File: src/rtl/spi3_pkg.sv
package spi3_pkg;
  localparam int DW      = 8;
  localparam int AW      = 7;
  localparam int RW_BIT  = 7;
  localparam int CNTW    = $clog2(DW);

  typedef enum logic [0:0] {
    PH_CMD  = 1'b0,
    PH_DATA = 1'b1
  } phase_e;
endpackage

File: src/rtl/spi3_sync.sv
module spi3_sync #(
  parameter int         W       = 3,
  parameter int         STAGES  = 2,
  parameter logic [W-1:0] RST_VAL = '0
) (
  input  logic         clk,
  input  logic         rst_n,
  input  logic [W-1:0] din,
  output logic [W-1:0] dout
);
  for (genvar g = 0; g < W; g++) begin : g_bit
    logic [STAGES-1:0] chain_q;
    always_ff @(posedge clk or negedge rst_n) begin
      if (!rst_n) chain_q <= {STAGES{RST_VAL[g]}};
      else        chain_q <= {chain_q[STAGES-2:0], din[g]};
    end
    assign dout[g] = chain_q[STAGES-1];
  end
endmodule

File: src/rtl/spi3_rx.sv
module spi3_rx
  import spi3_pkg::*;
(
  input  logic            clk,
  input  logic            rst_n,
  input  logic            clr,
  input  logic            shift_en,
  input  logic            din,
  output logic [DW-1:0]   byte_o,
  output logic            byte_done,
  output logic [CNTW-1:0] bit_cnt
);
  logic [DW-2:0]   sh_q, sh_n;
  logic [CNTW-1:0] cnt_q, cnt_n;

  always_comb begin
    sh_n  = sh_q;
    cnt_n = cnt_q;
    if (clr) begin
      cnt_n = '0;
    end else if (shift_en) begin
      cnt_n = cnt_q + 1'b1;
      sh_n  = {sh_q[DW-3:0], din};
    end
  end

  always_ff @(posedge clk or negedge rst_n) begin
    if (!rst_n) begin
      sh_q  <= '0;
      cnt_q <= '0;
    end else begin
      sh_q  <= sh_n;
      cnt_q <= cnt_n;
    end
  end

  assign byte_o    = {sh_q, din};
  assign byte_done = shift_en && !clr && (cnt_q == CNTW'(DW - 1));
  assign bit_cnt   = cnt_q;
endmodule

File: src/rtl/spi3_tx.sv
module spi3_tx
  import spi3_pkg::*;
(
  input  logic          clk,
  input  logic          rst_n,
  input  logic          clr,
  input  logic          load,
  input  logic          shift,
  input  logic [DW-1:0] din,
  output logic          dout,
  output logic          oe
);
  logic [DW-1:0] sh_q, sh_n;
  logic          oe_q, oe_n;

  always_comb begin
    sh_n = sh_q;
    oe_n = oe_q;
    if (clr) begin
      sh_n = '0;
      oe_n = 1'b0;
    end else if (load) begin
      sh_n = din;
      oe_n = 1'b1;
    end else if (shift) begin
      sh_n = {sh_q[DW-2:0], 1'b0};
    end
  end

  always_ff @(posedge clk or negedge rst_n) begin
    if (!rst_n) begin
      sh_q <= '0;
      oe_q <= 1'b0;
    end else begin
      sh_q <= sh_n;
      oe_q <= oe_n;
    end
  end

  assign dout = oe_q & sh_q[DW-1];
  assign oe   = oe_q;
endmodule

File: src/rtl/spi3_regbank.sv
module spi3_regbank
  import spi3_pkg::*;
#(
  parameter int NREG = 28,
  localparam int IW  = (NREG > 1) ? $clog2(NREG) : 1
) (
  input  logic          clk,
  input  logic          rst_n,
  input  logic          wr_en,
  input  logic [IW-1:0] wr_addr,
  input  logic [DW-1:0] wr_data,
  input  logic [IW-1:0] rd_addr,
  output logic [DW-1:0] rd_data
);
  logic [DW-1:0] mem_q [NREG];

  always_ff @(posedge clk or negedge rst_n) begin
    if (!rst_n) begin
      for (int i = 0; i < NREG; i++) mem_q[i] <= '0;
    end else if (wr_en) begin
      for (int i = 0; i < NREG; i++)
        if (wr_addr == IW'(i)) mem_q[i] <= wr_data;
    end
  end

  always_comb begin
    rd_data = '0;
    for (int i = 0; i < NREG; i++)
      if (rd_addr == IW'(i)) rd_data = mem_q[i];
  end
endmodule

File: src/rtl/spi3_regslave.sv
module spi3_regslave
  import spi3_pkg::*;
#(
  parameter int NREG        = 28,
  parameter int SYNC_STAGES = 2
) (
  input  logic clk,
  input  logic rst_n,
  input  logic cs_n,
  input  logic sclk,
  input  logic sdi,
  output logic sdo,
  output logic sdo_oe
);
  localparam int IW = (NREG > 1) ? $clog2(NREG) : 1;

  // reset: asserted asynchronously, released on a clock edge
  logic [1:0] rst_sync_q;
  logic       rst_int_n;
  always_ff @(posedge clk or negedge rst_n) begin
    if (!rst_n) rst_sync_q <= 2'b00;
    else        rst_sync_q <= {rst_sync_q[0], 1'b1};
  end
  assign rst_int_n = rst_sync_q[1];

  logic cs_s, sclk_s, sdi_s, sclk_d_q;
  spi3_sync #(.W(3), .STAGES(SYNC_STAGES), .RST_VAL(3'b100)) u_sync (
    .clk   (clk),
    .rst_n (rst_int_n),
    .din   ({cs_n, sclk, sdi}),
    .dout  ({cs_s, sclk_s, sdi_s})
  );

  always_ff @(posedge clk or negedge rst_int_n) begin
    if (!rst_int_n) sclk_d_q <= 1'b0;
    else            sclk_d_q <= sclk_s;
  end

  logic cs_act, sclk_rise, sclk_fall, clr;
  assign cs_act    = ~cs_s;
  assign clr       = ~cs_act;
  assign sclk_rise = cs_act &  sclk_s & ~sclk_d_q;
  assign sclk_fall = cs_act & ~sclk_s &  sclk_d_q;

  logic [DW-1:0]   rx_byte;
  logic            rx_done;
  logic [CNTW-1:0] rx_cnt;
  spi3_rx u_rx (
    .clk       (clk),
    .rst_n     (rst_int_n),
    .clr       (clr),
    .shift_en  (sclk_rise),
    .din       (sdi_s),
    .byte_o    (rx_byte),
    .byte_done (rx_done),
    .bit_cnt   (rx_cnt)
  );

  phase_e        phase_q, phase_n;
  logic          rd_q, rd_n;
  logic          pend_q, pend_n;
  logic [IW-1:0] addr_q, addr_n, addr_inc;
  logic          wr_en, tx_load, tx_shift;
  logic [DW-1:0] rd_data;
  logic [AW-1:0] cmd_addr;
  logic          rd_mode;

  assign addr_inc = (addr_q == IW'(NREG - 1)) ? '0 : addr_q + 1'b1;
  assign cmd_addr = rx_byte[AW-1:0];
  assign rd_mode  = (phase_q == PH_DATA) && rd_q;

  always_comb begin
    phase_n  = phase_q;
    rd_n     = rd_q;
    pend_n   = pend_q;
    addr_n   = addr_q;
    wr_en    = 1'b0;
    tx_load  = 1'b0;
    tx_shift = 1'b0;
    if (clr) begin
      phase_n = PH_CMD;
      rd_n    = 1'b0;
      pend_n  = 1'b0;
      addr_n  = '0;
    end else begin
      if (rx_done) begin
        if (phase_q == PH_CMD) begin
          phase_n = PH_DATA;
          rd_n    = rx_byte[RW_BIT];
          pend_n  = rx_byte[RW_BIT];
          addr_n  = (32'(cmd_addr) < NREG) ? IW'(cmd_addr) : '0;
        end else if (!rd_q) begin
          wr_en  = 1'b1;
          addr_n = addr_inc;
        end else begin
          pend_n = 1'b1;
        end
      end
      if (sclk_fall && rd_mode) begin
        if (pend_q) begin
          tx_load = 1'b1;
          pend_n  = 1'b0;
          addr_n  = addr_inc;
        end else begin
          tx_shift = 1'b1;
        end
      end
    end
  end

  always_ff @(posedge clk or negedge rst_int_n) begin
    if (!rst_int_n) begin
      phase_q <= PH_CMD;
      rd_q    <= 1'b0;
      pend_q  <= 1'b0;
      addr_q  <= '0;
    end else begin
      phase_q <= phase_n;
      rd_q    <= rd_n;
      pend_q  <= pend_n;
      addr_q  <= addr_n;
    end
  end

  spi3_regbank #(.NREG(NREG)) u_bank (
    .clk     (clk),
    .rst_n   (rst_int_n),
    .wr_en   (wr_en),
    .wr_addr (addr_q),
    .wr_data (rx_byte),
    .rd_addr (addr_q),
    .rd_data (rd_data)
  );

  spi3_tx u_tx (
    .clk   (clk),
    .rst_n (rst_int_n),
    .clr   (clr),
    .load  (tx_load),
    .shift (tx_shift),
    .din   (rd_data),
    .dout  (sdo),
    .oe    (sdo_oe)
  );
endmodule

File: config.mk
export PLATFORM = sky130hd
export DESIGN_NAME = spi3_regslave
export DESIGN_NICKNAME = d
export VERILOG_FILES = /design/src/rtl/spi3_pkg.sv /design/src/rtl/spi3_sync.sv /design/src/rtl/spi3_rx.sv /design/src/rtl/spi3_tx.sv /design/src/rtl/spi3_regbank.sv /design/src/rtl/spi3_regslave.sv
export SDC_FILE = /design/constraint.sdc
export NUM_CORES = 1
export LEC_CHECK = 0
export BUFFER_PORTS_ARGS = -buffer_cell sky130_fd_sc_hd__buf_2
export CELL_PAD_IN_SITES_DETAIL_PLACEMENT = 0
export CELL_PAD_IN_SITES_GLOBAL_PLACEMENT = 1
export CORE_ASPECT_RATIO = 1.1
export CORE_MARGIN = 3
export CORE_UTILIZATION = 30
export DETAILED_ROUTE_END_ITERATION = 7
export GPL_ROUTABILITY_DRIVEN = 0
export PLACE_DENSITY = 0.62
export SLEW_MARGIN = 0
export SYNTH_ARGS = -nofsm -noshare
export SYNTH_HDL_FRONTEND = slang
export SYNTH_SLANG_ARGS = --single-unit
File: constraint.sdc
create_clock -name clk -period 9.45 [get_ports clk]
set_input_delay 0.945 -clock clk [delete_from_list [all_inputs] [get_ports clk]]
set_output_delay 0.945 -clock clk [all_outputs]
set_load 0.02 [all_outputs]
==> results of run 1 <==
==> worst max path at each step <==
| stage | slack, ps | to | from | cells past startpoint |
|---|---|---|---|---|
| floorplan | 1670 | addr_q[0] | rst_sync_q[1] | 0 |
| global placement | 6050 | u_tx.sh_q[2] | addr_q[3] | 7 |
| detailed placement | 6080 | u_tx.sh_q[2] | addr_q[3] | 7 |
| CTS | 6080 | u_tx.sh_q[2] | addr_q[3] | 7 |
| global route | 5940 | u_tx.sh_q[3] | addr_q[0] | 9 |
| finish | 6000 | u_tx.sh_q[2] | addr_q[3] | 7 |
==> through the flow <==
| step | hold WS (ps) | instance area [µm²] |
|---|---|---|
| floorplan | 331 | 13300 |
| global placement | 335 | 13800 |
| detailed placement | 338 | 13800 |
| CTS | 126 | 14700 |
| global route | 132 | 14700 |
| finish | 147 | 14700 |
==> power breakdown <==
part	leakage (nW)	internal, W	switching (W)
clock network	0.440	0.000626	0.000472
logic	2.67	0.0000351	0.000176
registers	3.60	0.00113	0.0000452
==> sequential cells by signal, summed over array words and instances (netlist names) <==
name and count:
addr_q 5, pend_q 1, phase_q 1, rd_q 1, rst_sync_q 2, sclk_d_q 1
u_bank.mem_q 224, u_rx.bit_cnt 3, u_rx.sh_q 7, u_sync.g_bit.chain_q 6, u_tx.oe 1, u_tx.sh_q 8
==> cell families after synthesis <==
logic type / after synthesis / share of synthesized area (%)
simple gates: 292 / 11.8
other cells: 1 / 0.0282
fa+ha+maj: 7 / 0.659
xor+xnor: 2 / 0.132
buf+inv: 118 / 3.85
mux: 234 / 19.8
flops: 260 / 49.0
compound gates: 285 / 14.8
==> per-layer routing <==
metal | part of all wire [%] | wire length [µm] | up-vias | global-route usage, %
li1 | - | - | 4374 | -
met1 | 44 | 19800 | 5190 | 26.8
met2 | 47 | 21100 | 374 | 31.1
met3 | 5.6 | 2500 | 82 | 2.79
met4 | 3.3 | 1500 | 0 | 6.64
met5 | 0 | 0 | - | 0
==> placed cells by master, fill, tap and decap left out, types with 5 or more instances in the layout <==
cell type / netlist / routed
nor2b_1: 20 / 20
nand3_1: 16 / 16
ha_1: 7 / 5
clkbuf_1: 56 / 7
inv_1: 25 / 25
buf_2: 27 / 6
a211o_1: 5 / 5
nand2b_1: 19 / 19
clkbuf_8: 0 / 8
a211oi_1: 13 / 13
mux2_2: 231 / 231
o211ai_1: 10 / 10
buf_4: 5 / 21
o21ai_0: 54 / 54
o2111ai_1: 6 / 6
o22ai_1: 18 / 18
o21a_1: 8 / 8
and2_1: 5 / 5
clkbuf_16: 0 / 29
nand4b_1: 5 / 5
o31ai_1: 6 / 6
nor3_1: 21 / 21
dfrtp_1: 258 / 255
o221ai_1: 8 / 8
a311oi_1: 5 / 5
nor2_1: 68 / 67
and4b_1: 7 / 7
a21oi_1: 65 / 65
a21o_1: 7 / 7
o32ai_1: 9 / 9
and3_1: 6 / 6
a221oi_1: 19 / 19
nand2_1: 84 / 84
a22oi_1: 5 / 5
==> area by class of cell <==
cell class                 count  area (µm²)
clock buffer                  44         862
clock inverter                 8        53.8
sequential                   260        6520
multi-input combinational    821        6270
fill                        4368       28800
tap                          574         718
inverter                      26        97.6
timing repair buffer          27         188
==> critical path, delay by kind of cell, from the launching register on <==
family / cells / cell delay, ps
AO/OA/AOI/OAI: 5 / 1820
AND/OR/NAND/NOR: 1 / 590
buffers and inverters: 1 / 560
flip-flops: 1 / 340
==> results.txt, run 1 <==
- The run finished with clean final reports.
- Post-detailed-route via-to-cell ratio: 5.69
- CTS tree: built
* Crit path required time: 9890 ps
- Die Y: 227 µm
* Floorplan Core Area: 43500 µm²
- The design draws 0.00248 W.
* Area grow syn2layout: 10.7%
* Antenna fix cells: 0
* Non-filler cells, final: 1760
- Number of gates resized after cts: 0
- Of the cells placed in the final design, the portion with a size suffix greater than 1 is 27.4%.
- Setup violations, final: 0
- Counting flops with a built-in enable in the synthesized netlist gives 0.
* Later-pin clock latency in the skew report: 570 ps
- The detailed router finished its first iteration with 977 violations.
- Clock-pin slew was measured on the worst setup and hold paths at 60 ps.
- The final critical path takes up 36.5% of the cycle.
- Fin Setup TNS: 0 ps
- Of all nets on the critical path, the largest fanout is 60.
- Initial antenna violation count: 0
- Across the VDD grid, the largest voltage drop is 0.0000952 V.
- Minimum setup slack among reg-to-reg paths: 6000 ps
- Congestion Overflow GR: 0
- Number of cells on the worst reg-to-reg path: 7
* Critical path start-end classification: reg2reg
- Port bufs: 6
- The synthesized design devotes to its leading area cell type 48.6% of total area.
- GRT Total Usage: 19.3%
* Critical-path cell list: buf_4 > or3b_1 > a21oi_1 > a2111oi_0 > o221ai_1 > o211ai_1 > a21oi_1
- Total wirelength of the detailed-routed design: 44900 µm
- Buffers added to address setup during post-CTS repair amount to 0.
- Type of element capturing the critical path: flop
* Setup WS post-layout: 6000 ps
- Peak Freq: 290 MHz
- The synthesized design contains 260 register bits.
- Setup repair after global routing left no endpoint under its margin.
* Post-detailed-route DRC marker count: 0
- Data arrives at the worst endpoint at 3890 ps.
- The worst setup path is launched from a flop.
- Portion of the post-synthesis area used by sequential elements: 49.0%
- Dominant cell type by area after synthesis: dfrtp_1
- After layout, the minimum clock period comes to 3450 ps.
* Worst slew margin: 34.3%
* Cells after synthesis: 1199
- CTS Buf Count: 29
- Hold crit path type: in2async
- Instance count after placement with tap cells included: 1708
* Post-DR wirelength/cell: 25.5 µm
- Number of clock sinks: 260
* Most frequent cell on the critical path: a21oi_1
- At the pin with the least slew margin, the transition time is 986 ps.
- Share of synthesized registers carrying an async set or reset: 100%
* Final core occ: 33.8%
- In this run the clock root is driven by a clkbuf_16.
- Number of iterations in the first detailed-routing pass: 8
- Cell area after synthesis: 13300 µm²
* Starting density of the core: 30.5%
* RR Startpoint: addr_q[3]
* NumNets Final: 1177
- The floorplan step defined a die boundary enclosing 46900 µm².
* Io pins: 7
- Wire length of the first global-routing pass: 68200 µm
* Max-slew violation count: 0
- Worst clock skew: 14.9 ps
- Top cells by instance count after synthesis: 258 x dfrtp_1, 231 x mux2_2, 84 x nand2_1
- Number of global-route vias before repair: 10200
- Prevailing post-synth register cell: dfrtp_1
- Mean post-synth cell area: 11.1 µm²
* Cell with the most instances after synthesis: dfrtp_1
- Max-cap violations in this run came to 0.
- The initialized floorplan defines 80 standard-cell rows.
* Via count: 10000
* End of the worst register-to-register path: u_tx.sh_q[2]
- In this run the remaining antenna-violating nets after routing total 0.
- Static leakage power: 6.71 nW
- Horiz. Die Dim: 207 µm
- Yosys warning count: 0
- Entering global routing, the biggest net connects 76 pins.
- Once detailed placement completed, the half-perimeter wirelength came to 29600 µm.
* Final Hold Vio Count: 0
- By area the synthesized netlist is led by dfrtp_1 49%, mux2_2 20%, a21oi_1 2.4%.
- Maximum clock insertion buffer count: 3
* Max stage delay cell, worst path: a2111oi_0
- In this run the power density over the cells is 169 nW/µm².
- Counting distinct cell types in the post-synthesis netlist gives 83.
* Syn_nets: 1211
- Post-place setup slack: 6080 ps
- Largest stage delay, worst path: 770 ps
* Hold-fix buffer count after cts: 0
- Level count of the clock H-tree: 1
Note: power is estimated with default switching activity, not from simulation.
==> run 2: changes to the inputs <==
ABC_AREA = 1   (was unset)
PLACE_DENSITY = 0.67   (was 0.62)
clock period = 3.13 ns   (was 9.45 ns; I/O delays follow)
==> results.txt, run 2 <==
- The clock passes through at most 3 buffers.
* Setup violations, final: 8
* Wire length of the first global-routing pass: 57000 µm
- Max-slew violation count: 0
- Post-detailed-route via-to-cell ratio: 4.60
- The largest registers in the layout are u_bank.mem_q: 224 flops, u_tx.sh_q: 8 flops, u_rx.sh_q: 7 flops.
* Flip-flop count of the largest register, all copies and words added: 224
- STA classifies the critical path startpoint as a flop.
- Of the total synthesized cell area, the portion taken by XOR and XNOR cells is 0%.
- Of the total power, combinational logic draws 5.8%.
* Filler Cell Count: 4398
- Final Hold Vio Count: 0
- Part of the cycle the worst path needs: 105%
- Worst clock skew: 11.9 ps
* Hold crit path type: in2async
- After synthesis, the largest family of logic cells by area is simple AND/OR/NAND/NOR gates.
- Summed over all cells, the static leakage comes to 7.38 nW.
- Total die area: 44100 µm²
- The cell area that synthesis handed to floorplanning was 12500 µm².
* Main area contributors after synthesis: dfrtp_1 52%, nand2_1 19%, o21ai_0 11%
- On the worst path, the slowest cell contributes a delay of 390 ps.
- Subtracting the final worst setup slack from the clock period gives 3300 ps.
- Final Hold Slack: 62.3 ps
- Maxcap violations: 0
- Overall power: 0.00730 W
- The count of buffers added on input and output ports is 6.
- Floorplan Core Area: 40700 µm²
- Maximum number of pins on one net before global-route repair: 75
* M1 WL: 15900 µm
- Fraction of layout instances using a drive strength above 1: 17.9%
* Register Area: 6510 µm²
* GRT Total Usage: 15.8%
- The final layout contains 1713 nets.
* Share of synthesized registers carrying an async set or reset: 100%
- In this run switching power makes up 24.7% of total power.
* Power density normalized to cell area: 481 nW/µm²
- Synthesis inferred 260 register bits.
- Of all nets on the critical path, the largest fanout is 3.
* Crit path required time: 3620 ps
* Cell with the most instances after synthesis: nand2_1
- Most frequent cell on the critical path: nand2_1
- Die Y: 220 µm
- After global routing the overflow that remains totals 0.
- Measured against its own limit, the worst slew margin works out to 44.4%.
* Dominant cell type by area after synthesis: dfrtp_1
- The portion of synthesized area spent on multiplexers is 0%.
- The checks that failed: negative setup slack.
* Std cell rows: 77
- Number of enable flip-flop cells after synthesis: 0
- Summing the areas of all compound-gate instances in the mapped netlist gives 12.5% of the synthesized area.
* Net switching power figure: 0.00180 W
* Syn_nets: 1648
- After detailed routing, the total wire length is 34400 µm.
- Routed length on met2: 16700 µm
- The via count of the first global-routing pass is 10500.
* Portion of total power attributed to sequential cells: 47.0%
- For this run, the leading register cell type out of synthesis is dfrtp_1.
* Register clock-pin slew on the reported worst setup and hold paths: 60 ps
- Cell internal power was estimated by the tool at 0.00549 W.
- Cells after synthesis: 1636
- The detail route stage leaves a number of antenna-violating nets equal to 0.
- Outcome: finished with violations
- In the layout the commonest cells are 590 x nand2_1, 274 x o21ai_0, 256 x dfrtp_1.
- The clock network burns 47.1% of the power.
* Count of routing violations after the opening detailed-route iteration: 646
- STA classifies the critical path endpoint as a flop.
- More flip-flops sit in one register than any other, and that register is u_bank.mem_q.
- Worst slew pin tran: 833 ps
* Top routing layer used: met4
- Arithmetic-cell share of the synthesized area counting full adders, half adders and majority gates: 0.701%
* Routed length on met3: 1110 µm
* Antenna fix cells: 0
- Via count: 10500
- Level count of the clock H-tree: 1
* VDD IR-drop max: 0.000383 V
- TritonCTS built the clock tree.
- From synthesis to final layout, the design area changed by 21.3%.
- CP Data Arrival Time: 3790 ps
* Mean post-synth cell area: 7.64 µm²
* Number of clock sinks: 260
* Post-detailed-route DRC marker count: 0
- Sum of net half-perimeters after detailed placement: 22700 µm
* Post-DR wirelength/cell: 15.1 µm
- Max stage delay cell, worst path: dfrtp_1
- Initial antenna violation count: 0
- Summing the areas of all and, or, nand and nor instances in the mapped netlist gives 27.4% of the synthesized area.
* Horiz. Die Dim: 201 µm
- The commonest cells after synthesis are 620 x nand2_1, 278 x o21ai_0, 258 x dfrtp_1.
- Leaving out fill and tap cells, the most frequent cell in the layout is nand2_1.
* Minimum setup slack among reg-to-reg paths: -170 ps
* Number of iterations in the first detailed-routing pass: 5
* Number of cells on the worst reg-to-reg path: 38
* Yosys warning count: 0
- Starting density of the core: 30.7%
* Buffer type at the clock tree root: clkbuf_16
* Fraction of synthesized cell area taken by the top area cell type: 51.7%
- Buffers inserted during clock tree synthesis total 30.
- Later-pin clock latency in the skew report: 570 ps
- Counting distinct cell types in the post-synthesis netlist gives 36.
- Area of the multi-input gates: 5470 µm²
- 7 I/O pins were placed.
- Portion of the post-synthesis area used by sequential elements: 52.1%
- Setup repair after global routing could not meet its margin everywhere.
- Setup WS post-layout: -172 ps
- Critical path start-end classification: reg2reg
- Peak Freq: 303 MHz
## run 2: cell count changes in the layout (fill, tap and decap cells not counted), sizes merged, moves of 20 or more
cell,delta
nand2,+539
mux2,-231
o21ai,+230
inv,+124
buf,+82
nand3,+76
a21oi,-50
or2,+35
nor2b,-20
## run 2: metrics by stage
step | cells | util [%] | setup WS (ps) | instance area, µm² | setup TNS (ps)
2_1_floorplan | 1636 | - | 303 | 12500 | 0
4_1_cts | 2274 | 36.7 | -220 | 14900 | -1500
6_report | 2277 | 37.3 | -172 | 15200 | -786
3_5_place_dp | 2204 | 33.4 | -391 | 13600 | -2230
3_3_place_gp | 2204 | 33.4 | -394 | 13600 | -1950
5_1_grt | 2277 | 37.3 | -507 | 15200 | -3530
## run 2: layout make-up
type / instances / area share, %
Clock buffer: 47 / 6.18
Clock inverter: 8 / 0.264
Inverter: 155 / 3.93
Multi-Input combinational cell: 1141 / 36.1
Sequential cell: 260 / 43.0
Tap cell: 553 / 4.57
Timing Repair Buffer: 113 / 6.00
## run 2: final timing paths
check                                              to                        from
setup / recovery                         u_tx.sh_q[3]                   addr_q[1]
hold / removal                          rst_sync_q[1]                       rst_n
setup reg to reg                         u_tx.sh_q[3]                   addr_q[1]
hold reg to reg                             addr_q[2]               rst_sync_q[1]
max in group asynchronous           u_bank.mem_q[136]               rst_sync_q[1]
min in group clk           u_sync.g_bit[1].chain_q[1]  u_sync.g_bit[1].chain_q[0]
## run 2: cells by family (layout without fill, tap and decap cells)
group	count (synthesis)	in the layout
flops	260	260
simple gates	826	826
fa+ha+maj	7	7
buf+inv	235	323
compound gates	307	307
other cells	1	1
## run 2: repair_timing
item                                   in CTS  in global routing
pin swaps                                  44                 42
buffers inserted                           11                  3
gates resized for setup                    67                 56
endpoints found under the hold margin       5                  0
hold buffers                                4                  0
setup endpoints to repair                   8                  8
## run 2: critical path, delay by kind of cell (launching register included)
kind / cells / cell delay [ps]
compound gates: 2 / 350
fa+ha+maj: 1 / 170
buf+inv: 3 / 270
flops: 1 / 390
simple gates: 32 / 2040
## run 2: power by group through the flow
stage / sequential [W] / clock (W) / combinational [W]
final: 0.00343 / 0.00344 / 0.000427
after global routing: 0.00343 / 0.00371 / 0.000469
after global placement: 0.00349 / 0 / 0.000441
after detailed placement: 0.00349 / 0 / 0.000437
after floorplan: 0.00352 / 0 / 0.000167
after CTS: 0.00343 / 0.00354 / 0.000441
## run 2: layer usage
layer  vias up  global-route usage, %
met5         -                      0
met4         0                   3.65
met3        43                   2.19
met2       129                   28.0
met1      5016                   20.7
li1       5289                      -
